<file path="config.mk">
export PLATFORM = sky130hd
export DESIGN_NAME = evt_timer_bank
export DESIGN_NICKNAME = d
export VERILOG_FILES = /design/src/rtl/evt_timer_pkg.sv /design/src/rtl/evt_timer_regdec.sv /design/src/rtl/evt_timer_core.sv /design/src/rtl/evt_timer_rdmux.sv /design/src/rtl/evt_timer_bank.sv
export SDC_FILE = /design/constraint.sdc
export NUM_CORES = 1
export LEC_CHECK = 0
export BUFFER_PORTS_ARGS = -buffer_cell sky130_fd_sc_hd__buf_2
export CORE_MARGIN = 5
export CORE_UTILIZATION = 46
export CTS_BUF_LIST = sky130_fd_sc_hd__clkbuf_4
export DETAILED_ROUTE_END_ITERATION = 10
export GPL_ROUTABILITY_DRIVEN = 0
export PLACE_DENSITY_LB_ADDON = 0.1
export RECOVER_POWER = 25
export REMOVE_ABC_BUFFERS = 1
export SYNTH_ARGS = -nofsm -noshare
export SYNTH_HDL_FRONTEND = slang
export SYNTH_SLANG_ARGS = --single-unit
</file>
<file path="constraint.sdc">
create_clock -name clk -period 6 [get_ports clk]
set_input_delay 0.3 -clock clk [delete_from_list [all_inputs] [get_ports clk]]
set_output_delay 0.3 -clock clk [all_outputs]
set_load 0.02 [all_outputs]
</file>
<file path="src/rtl/evt_timer_pkg.sv">
// Shared constants for the interval timer bank: register layout and field positions.
// Assumes 32-bit registers and a fixed 8-byte window per timer.
package evt_timer_pkg;
    localparam int TMR_CNT_W   = 29;   // width of the count field
    localparam int WIN_LG2     = 3;    // log2 of the per-timer window in bytes
    localparam int ARM_EN_BIT  = 31;   // enable flag in the arming word
    localparam int ARM_REP_BIT = 30;   // repeat flag in the arming word
    localparam int ST_CLR_BIT  = 30;   // write-one-to-clear bit in the status word
    localparam int ST_PEND_BIT = 31;   // pending flag in the status word
endpackage

</file>
<file path="src/rtl/evt_timer_regdec.sv">
// Address decoder: turns the byte address and strobes into per-timer write enables
// and a read selection. Assumes word-aligned access; anything else is a miss.
module evt_timer_regdec #(
    parameter int NUM_TMR = 4,
    parameter int ADDR_W  = 8,
    localparam int SEL_W  = (NUM_TMR > 1) ? $clog2(NUM_TMR) : 1
) (
    input  logic               wr_en,
    input  logic [ADDR_W-1:0]  addr,
    output logic [NUM_TMR-1:0] arm_we,
    output logic [NUM_TMR-1:0] st_we,
    output logic               hit,
    output logic               is_stat,
    output logic [SEL_W-1:0]   sel
);
    import evt_timer_pkg::*;
    localparam int IDX_W = ADDR_W - WIN_LG2;

    logic [IDX_W-1:0] idx;

    // Split the address into window index, word select and alignment check.
    always_comb begin
        idx     = addr[ADDR_W-1:WIN_LG2];
        is_stat = addr[2];
        hit     = (addr[1:0] == 2'b00) && ({1'b0, idx} < (IDX_W+1)'(NUM_TMR));
        sel     = idx[SEL_W-1:0];
    end

    for (genvar i = 0; i < NUM_TMR; i++) begin : g_we
        // Per-timer write enables for the two words.
        assign arm_we[i] = wr_en && hit && !is_stat && (idx == IDX_W'(i));
        assign st_we[i]  = wr_en && hit &&  is_stat && (idx == IDX_W'(i));
    end
endmodule

</file>
<file path="src/rtl/evt_timer_core.sv">
// One down-counting timer: arming, n+1 countdown on the shared tick, reload or
// self-disable on expiry, and a sticky pending flag driving the level interrupt.
// Assumes the tick is a single-cycle pulse in the clk domain.
module evt_timer_core (
    input  logic        clk,
    input  logic        rst_n,
    input  logic        tick_i,
    input  logic        arm_we,
    input  logic        arm_en,
    input  logic        arm_rep,
    input  logic [28:0] arm_cnt,
    input  logic        st_we,
    input  logic        clr_bit,
    output logic        irq,
    output logic [31:0] arm_view,
    output logic [31:0] st_view
);
    import evt_timer_pkg::*;

    logic                 en_q, rep_q, pend_q;
    logic [TMR_CNT_W-1:0] rld_q, cnt_q;
    logic                 expire;

    // Expiry: an enabled tick with the count already at zero, not overridden by a load.
    assign expire = tick_i && en_q && (cnt_q == '0) && !arm_we;

    // Configuration and count update.
    always_ff @(posedge clk) begin
        if (!rst_n) begin
            en_q  <= 1'b0;
            rep_q <= 1'b0;
            rld_q <= '0;
            cnt_q <= '0;
        end else if (arm_we) begin
            en_q  <= arm_en;
            rep_q <= arm_rep;
            rld_q <= arm_cnt;
            cnt_q <= arm_cnt;
        end else if (expire) begin
            if (rep_q) cnt_q <= rld_q;
            else       en_q  <= 1'b0;
        end else if (tick_i && en_q) begin
            cnt_q <= cnt_q - 1'b1;
        end
    end

    // Pending flag: set on expiry (wins over clear), cleared by write-one.
    always_ff @(posedge clk) begin
        if (!rst_n)                pend_q <= 1'b0;
        else if (expire)           pend_q <= 1'b1;
        else if (st_we && clr_bit) pend_q <= 1'b0;
    end

    assign irq      = pend_q;
    assign arm_view = {en_q, rep_q, 1'b0, rld_q};
    assign st_view  = {pend_q, 2'b00, cnt_q};
endmodule

</file>
<file path="src/rtl/evt_timer_rdmux.sv">
// Registered read path: picks one timer's word, or zero on a miss.
// Assumes sel is only meaningful when hit is set.
module evt_timer_rdmux #(
    parameter int NUM_TMR = 4,
    localparam int SEL_W  = (NUM_TMR > 1) ? $clog2(NUM_TMR) : 1
) (
    input  logic                    clk,
    input  logic                    rst_n,
    input  logic                    rd_en,
    input  logic                    hit,
    input  logic                    is_stat,
    input  logic [SEL_W-1:0]        sel,
    input  logic [NUM_TMR-1:0][31:0] arm_views,
    input  logic [NUM_TMR-1:0][31:0] st_views,
    output logic [31:0]             rdata,
    output logic                    rd_vld
);
    // Capture the selected word one cycle after the read strobe.
    always_ff @(posedge clk) begin
        if (!rst_n) begin
            rdata  <= '0;
            rd_vld <= 1'b0;
        end else begin
            rd_vld <= rd_en;
            if (rd_en)
                rdata <= !hit ? 32'h0 : (is_stat ? st_views[sel] : arm_views[sel]);
        end
    end
endmodule

</file>
<file path="src/rtl/evt_timer_bank.sv">
// Top of the per-processor timer bank: decoder, NUM_TMR timer cores and the read mux.
// Assumes a single-cycle register port with no wait states.
module evt_timer_bank #(
    parameter int NUM_TMR = 4,
    parameter int ADDR_W  = 8
) (
    input  logic               clk,
    input  logic               rst_n,
    input  logic               tick_i,
    input  logic               wr_en,
    input  logic               rd_en,
    input  logic [ADDR_W-1:0]  addr,
    input  logic [31:0]        wdata,
    output logic [31:0]        rdata,
    output logic               rd_vld,
    output logic [NUM_TMR-1:0] irq_o
);
    import evt_timer_pkg::*;
    localparam int SEL_W = (NUM_TMR > 1) ? $clog2(NUM_TMR) : 1;

    logic [NUM_TMR-1:0]       arm_we, st_we;
    logic                     hit, is_stat;
    logic [SEL_W-1:0]         sel;
    logic [NUM_TMR-1:0][31:0] arm_views, st_views;
    logic                     unused_rsvd;

    assign unused_rsvd = wdata[29];

    evt_timer_regdec #(.NUM_TMR(NUM_TMR), .ADDR_W(ADDR_W)) u_dec (
        .wr_en(wr_en), .addr(addr), .arm_we(arm_we), .st_we(st_we),
        .hit(hit), .is_stat(is_stat), .sel(sel)
    );

    for (genvar i = 0; i < NUM_TMR; i++) begin : g_tmr
        evt_timer_core u_core (
            .clk(clk), .rst_n(rst_n), .tick_i(tick_i),
            .arm_we(arm_we[i]), .arm_en(wdata[ARM_EN_BIT]), .arm_rep(wdata[ARM_REP_BIT]),
            .arm_cnt(wdata[TMR_CNT_W-1:0]),
            .st_we(st_we[i]), .clr_bit(wdata[ST_CLR_BIT]),
            .irq(irq_o[i]), .arm_view(arm_views[i]), .st_view(st_views[i])
        );
    end

    evt_timer_rdmux #(.NUM_TMR(NUM_TMR)) u_rd (
        .clk(clk), .rst_n(rst_n), .rd_en(rd_en), .hit(hit), .is_stat(is_stat),
        .sel(sel), .arm_views(arm_views), .st_views(st_views),
        .rdata(rdata), .rd_vld(rd_vld)
    );
endmodule

</file>
==> impl_metrics.csv <==
group,metric,value,unit
outcome,outcome,"finished with violations",
outcome,violations,"max-capacitance violations, max-slew violations",
drt,top_layer,"met4",
setup_path,endpoint_kind,"flop",
timing,period_share,81.0,%
setup_path,worstReg2RegEnd,"g_tmr[0].u_core.cnt_q[8]",
die,fp.dieH,196,um
setup_path,startpoint,"addr[6]",
timing,timing.setup.tns,0,ns
grt,antenna_found_initial,1,
final_layout,final_common_cell,"nand2_1",
drt,wl_met3,8200,um
cts,worstSkewPairLatency,0.76,ns
cts,cts_root_buf,"clkbuf_4",
grt,grt_pass1_vias,16420,
drt,drtIter0Drc,2463,
yosys,synth_top_family_by_area,"compound AO/OA/AOI/OAI gates",
power,totalPowerFinal,3890,uW
die,core_area,34300,um^2
power,p_per_area,217,nW/um^2
placed_design,dpl.hpwl,44300,um
final_layout,layout_common_cells,"nand2_1 (335), dfxtp_1 (276), a21oi_1 (257)",
die,die_area,38300,um^2
final_layout,utilization,52.2,%
setup_path,critPathMaxFanout,19,
cts,hold_buffers,34,
power,ir_drop,116,uV
setup_path,crit_arrival,5.51,ns
cts,clkTransAtPathRegs,0.07,ns
timing,setup_viol,0,
flow_run,maxCapViolCount,6,
yosys,synth-adder-area-share,0.631,%
yosys,synthSimpleGateAreaFrac,22.8,%
setup_path,rrSetupSlack,1.86,ns
yosys,async_reset_ff_share,0,%
timing,fin_crit,4.86,ns
yosys,ys_ff_latch,276,
drt,post_drt_wl_per_cell,26.9,um
setup_path,slowest_delay,1.37,ns
yosys,yosysWarnings,0,
grt,grt_pass1_wl,103000,um
setup_path,worstPathCellList,"dlygate4sd3_1 > clkbuf_1 > nor4b_1 > nand2_1 > nor3_2 > clkbuf_1 > nor2_1 > buf_4 > a311o_1 > a21oi_1",
cts,cts_buffer_depth,3,
die,io_pins,82,
yosys,synth_area_per_cell,7.97,um^2
yosys,ys_types,87,
drt,met1_length,27100,um
setup_path,path_buf_inv,4,
setup_path,crit_path_end,"g_tmr[0].u_core.cnt_q[15]",
cts,cts.repair.resized,0,
final_layout,syn_to_final_growth,12.7,%
yosys,synth-compound-area-share,24.6,%
drt,via_per_inst,6.72,
setup_path,reg2regPathDepth,7,
setup_path,r2r_start,"g_tmr[0].u_core.cnt_q[8]",
timing,whs,0.117,ns
power,p_leak,0.00666,uW
timing,hold_viol,0,
drt,ant_nets,0,
die,floorplan.initialDensity,46.3,%
yosys,synth-xor-area-share,0.276,%
cts,cts_buffers,83,
yosys,synthMuxAreaShare,11.8,%
drt,drt_drc_violations_left,0,
final_layout,drive_above_1_share,14.9,%
setup_path,path_delay_family,"simple AND/OR/NAND/NOR gates",
grt,track_usage,35.0,%
setup_path,cp.depth,10,
final_layout,nets,2126,
grt,overflow,0,
cts,cts_setup_buffers,0,
setup_path,worstPathRequired,6.65,ns
timing,skew,0.0565,ns
die,die_w,196,um
drt,drt_pre_antenna_iters,7,
cts,clock_sinks,276,
setup_path,path_common_cell,"clkbuf_1",
timing,slew_violations,180,
drt,drt_wl_total,69600,um
setup_path,cp_slowest_cell,"nor4b_1",
drt,vias,17354,
timing,slew_headroom,-189,%
timing,fmax,0.206,GHz
cts,cts_tree,"built",
yosys,synth_ff_type,"dfxtp_1",
min_path,min_path_type,"input port to flop",
cts,htree_levels,3,
yosys,syn_inst,1992,
timing,worstMarginPinSlew,4.33,ns
yosys,syn-cell-area,15900,um^2
setup_path,critPathLaunchType,"input port",
timing,rsz0062_at_grt,"false",
final_layout,fillers,3414,
yosys,synth_edf_count,0,
setup_path,crit_type,"input port to flop",
grt,grt_max_degree,77,
die,rows,68,
yosys,ys_seq_area_share,34.8,%
placed_design,numPortBuffers,79,
drt,wl_met2,30300,um
[how the worst min path moves through the flow]
stage	start	end	slack, ns	depth (start not counted)
2_1_floorplan	rst_n	g_tmr[1].u_core.cnt_q[24]	0.42	1
3_3_place_gp	u_rd.rdata[30]	u_rd.rdata[30]	0.45	2
3_5_place_dp	g_tmr[3].u_core.rld_q[20]	g_tmr[3].u_core.rld_q[20]	0.46	2
4_1_cts	rst_n	g_tmr[2].u_core.cnt_q[16]	0.07	2
5_1_grt	rst_n	g_tmr[2].u_core.cnt_q[16]	0.10	2
6_report	rst_n	g_tmr[2].u_core.cnt_q[16]	0.12	2
[power by group]
| part | switching (uW) | total (uW) | internal (uW) |
|---|---|---|---|
| Clock | 877 | 1800 | 918 |
| Combinational | 172 | 256 | 84.1 |
| Sequential | 3.85 | 1840 | 1840 |
| Total | 1050 | 3890 | 2840 |
[Yosys cell counts (8+ instances only)]
cell        n  area share [%]
o221ai_1    9            0.50
a21oi_1   257             8.1
o31ai_1    31             1.5
a21o_1      8            0.38
dfxtp_1   276              35
nand3_1    43             1.4
mux2i_1    48             3.0
a311o_1    15            0.95
nor3_1     49             1.5
a211oi_1   18            0.85
nor4_1     28             1.1
nand2_1   335             7.9
buf_2      21            0.66
o22ai_1    14            0.55
a31oi_1    18            0.71
and3_1     14            0.55
nor2_1    200             4.7
a32o_1     13            0.82
ha_1        8            0.63
inv_1      24            0.57
o21ai_0    97             3.1
nand4_1    17            0.67
buf_1      17            0.40
clkbuf_1  121             2.9
o211ai_1   45             2.1
or3_1      16            0.63
or4_1      14            0.66
mux4_2     61             8.7
nor3b_1     8            0.38
[routing by layer]
layer | track usage, % | vias to the layer above
met2 | 53.6 | 1253
met3 | 7.28 | 290
li1 | - | 7587
met1 | 46.9 | 8224
met5 | 0 | -
met4 | 17.9 | 0
[cell families (layout without fill, tap and decap cells)]
family          count (synthesis)  count (layout)
mux                           111             111
xor+xnor                        5               5
other cells                     1               2
compound gates                616             616
flops                         276             276
simple gates                  781             781
buf+inv                       194             329
fa+ha+maj                       8               8
[per-stage QoR]
| stage | instances | setup slack (ns) | area [um^2] |
|---|---|---|---|
| 2_1_floorplan | 1823 | 1.42 | 15200 |
| 3_3_place_gp | 2409 | 2.18 | 16600 |
| 3_5_place_dp | 2409 | 2.11 | 16600 |
| 4_1_cts | 2582 | 2.07 | 18000 |
| 5_1_grt | 2583 | 0.934 | 17900 |
| 6_report | 2583 | 1.14 | 17900 |
[state kept, by name (all words and copies together), names as in the netlist]
signal,count
g_tmr.u_core.cnt_q,116
g_tmr.u_core.rld_q,116
u_rd.rdata,31
g_tmr.u_core.en_q,4
g_tmr.u_core.irq,4
g_tmr.u_core.rep_q,4
u_rd.rd_vld,1
[worst reg2reg max path, stage by stage (launching register included)]
cell and delay, ns:
dfxtp_1 0.38, nor4_1 0.87, nand4_1 0.56, o41a_1 0.71
nor2_1 0.79, buf_4 0.39, a21oi_1 0.07, o32ai_1 0.27
[final cells by class]
cell class / count / area (um^2) / area share [%]
antenna: 1 / 2.50 / 0.0140
clock buffer: 122 / 916 / 5.12
clock inverter: 17 / 63.8 / 0.357
inverter: 25 / 98.8 / 0.552
multi-input combinational: 1522 / 9650 / 53.9
sequential: 276 / 5530 / 30.9
tap: 455 / 569 / 3.18
timing repair buffer: 165 / 1070 / 5.96
No activity file was read; power rests on OpenSTA's default activity.
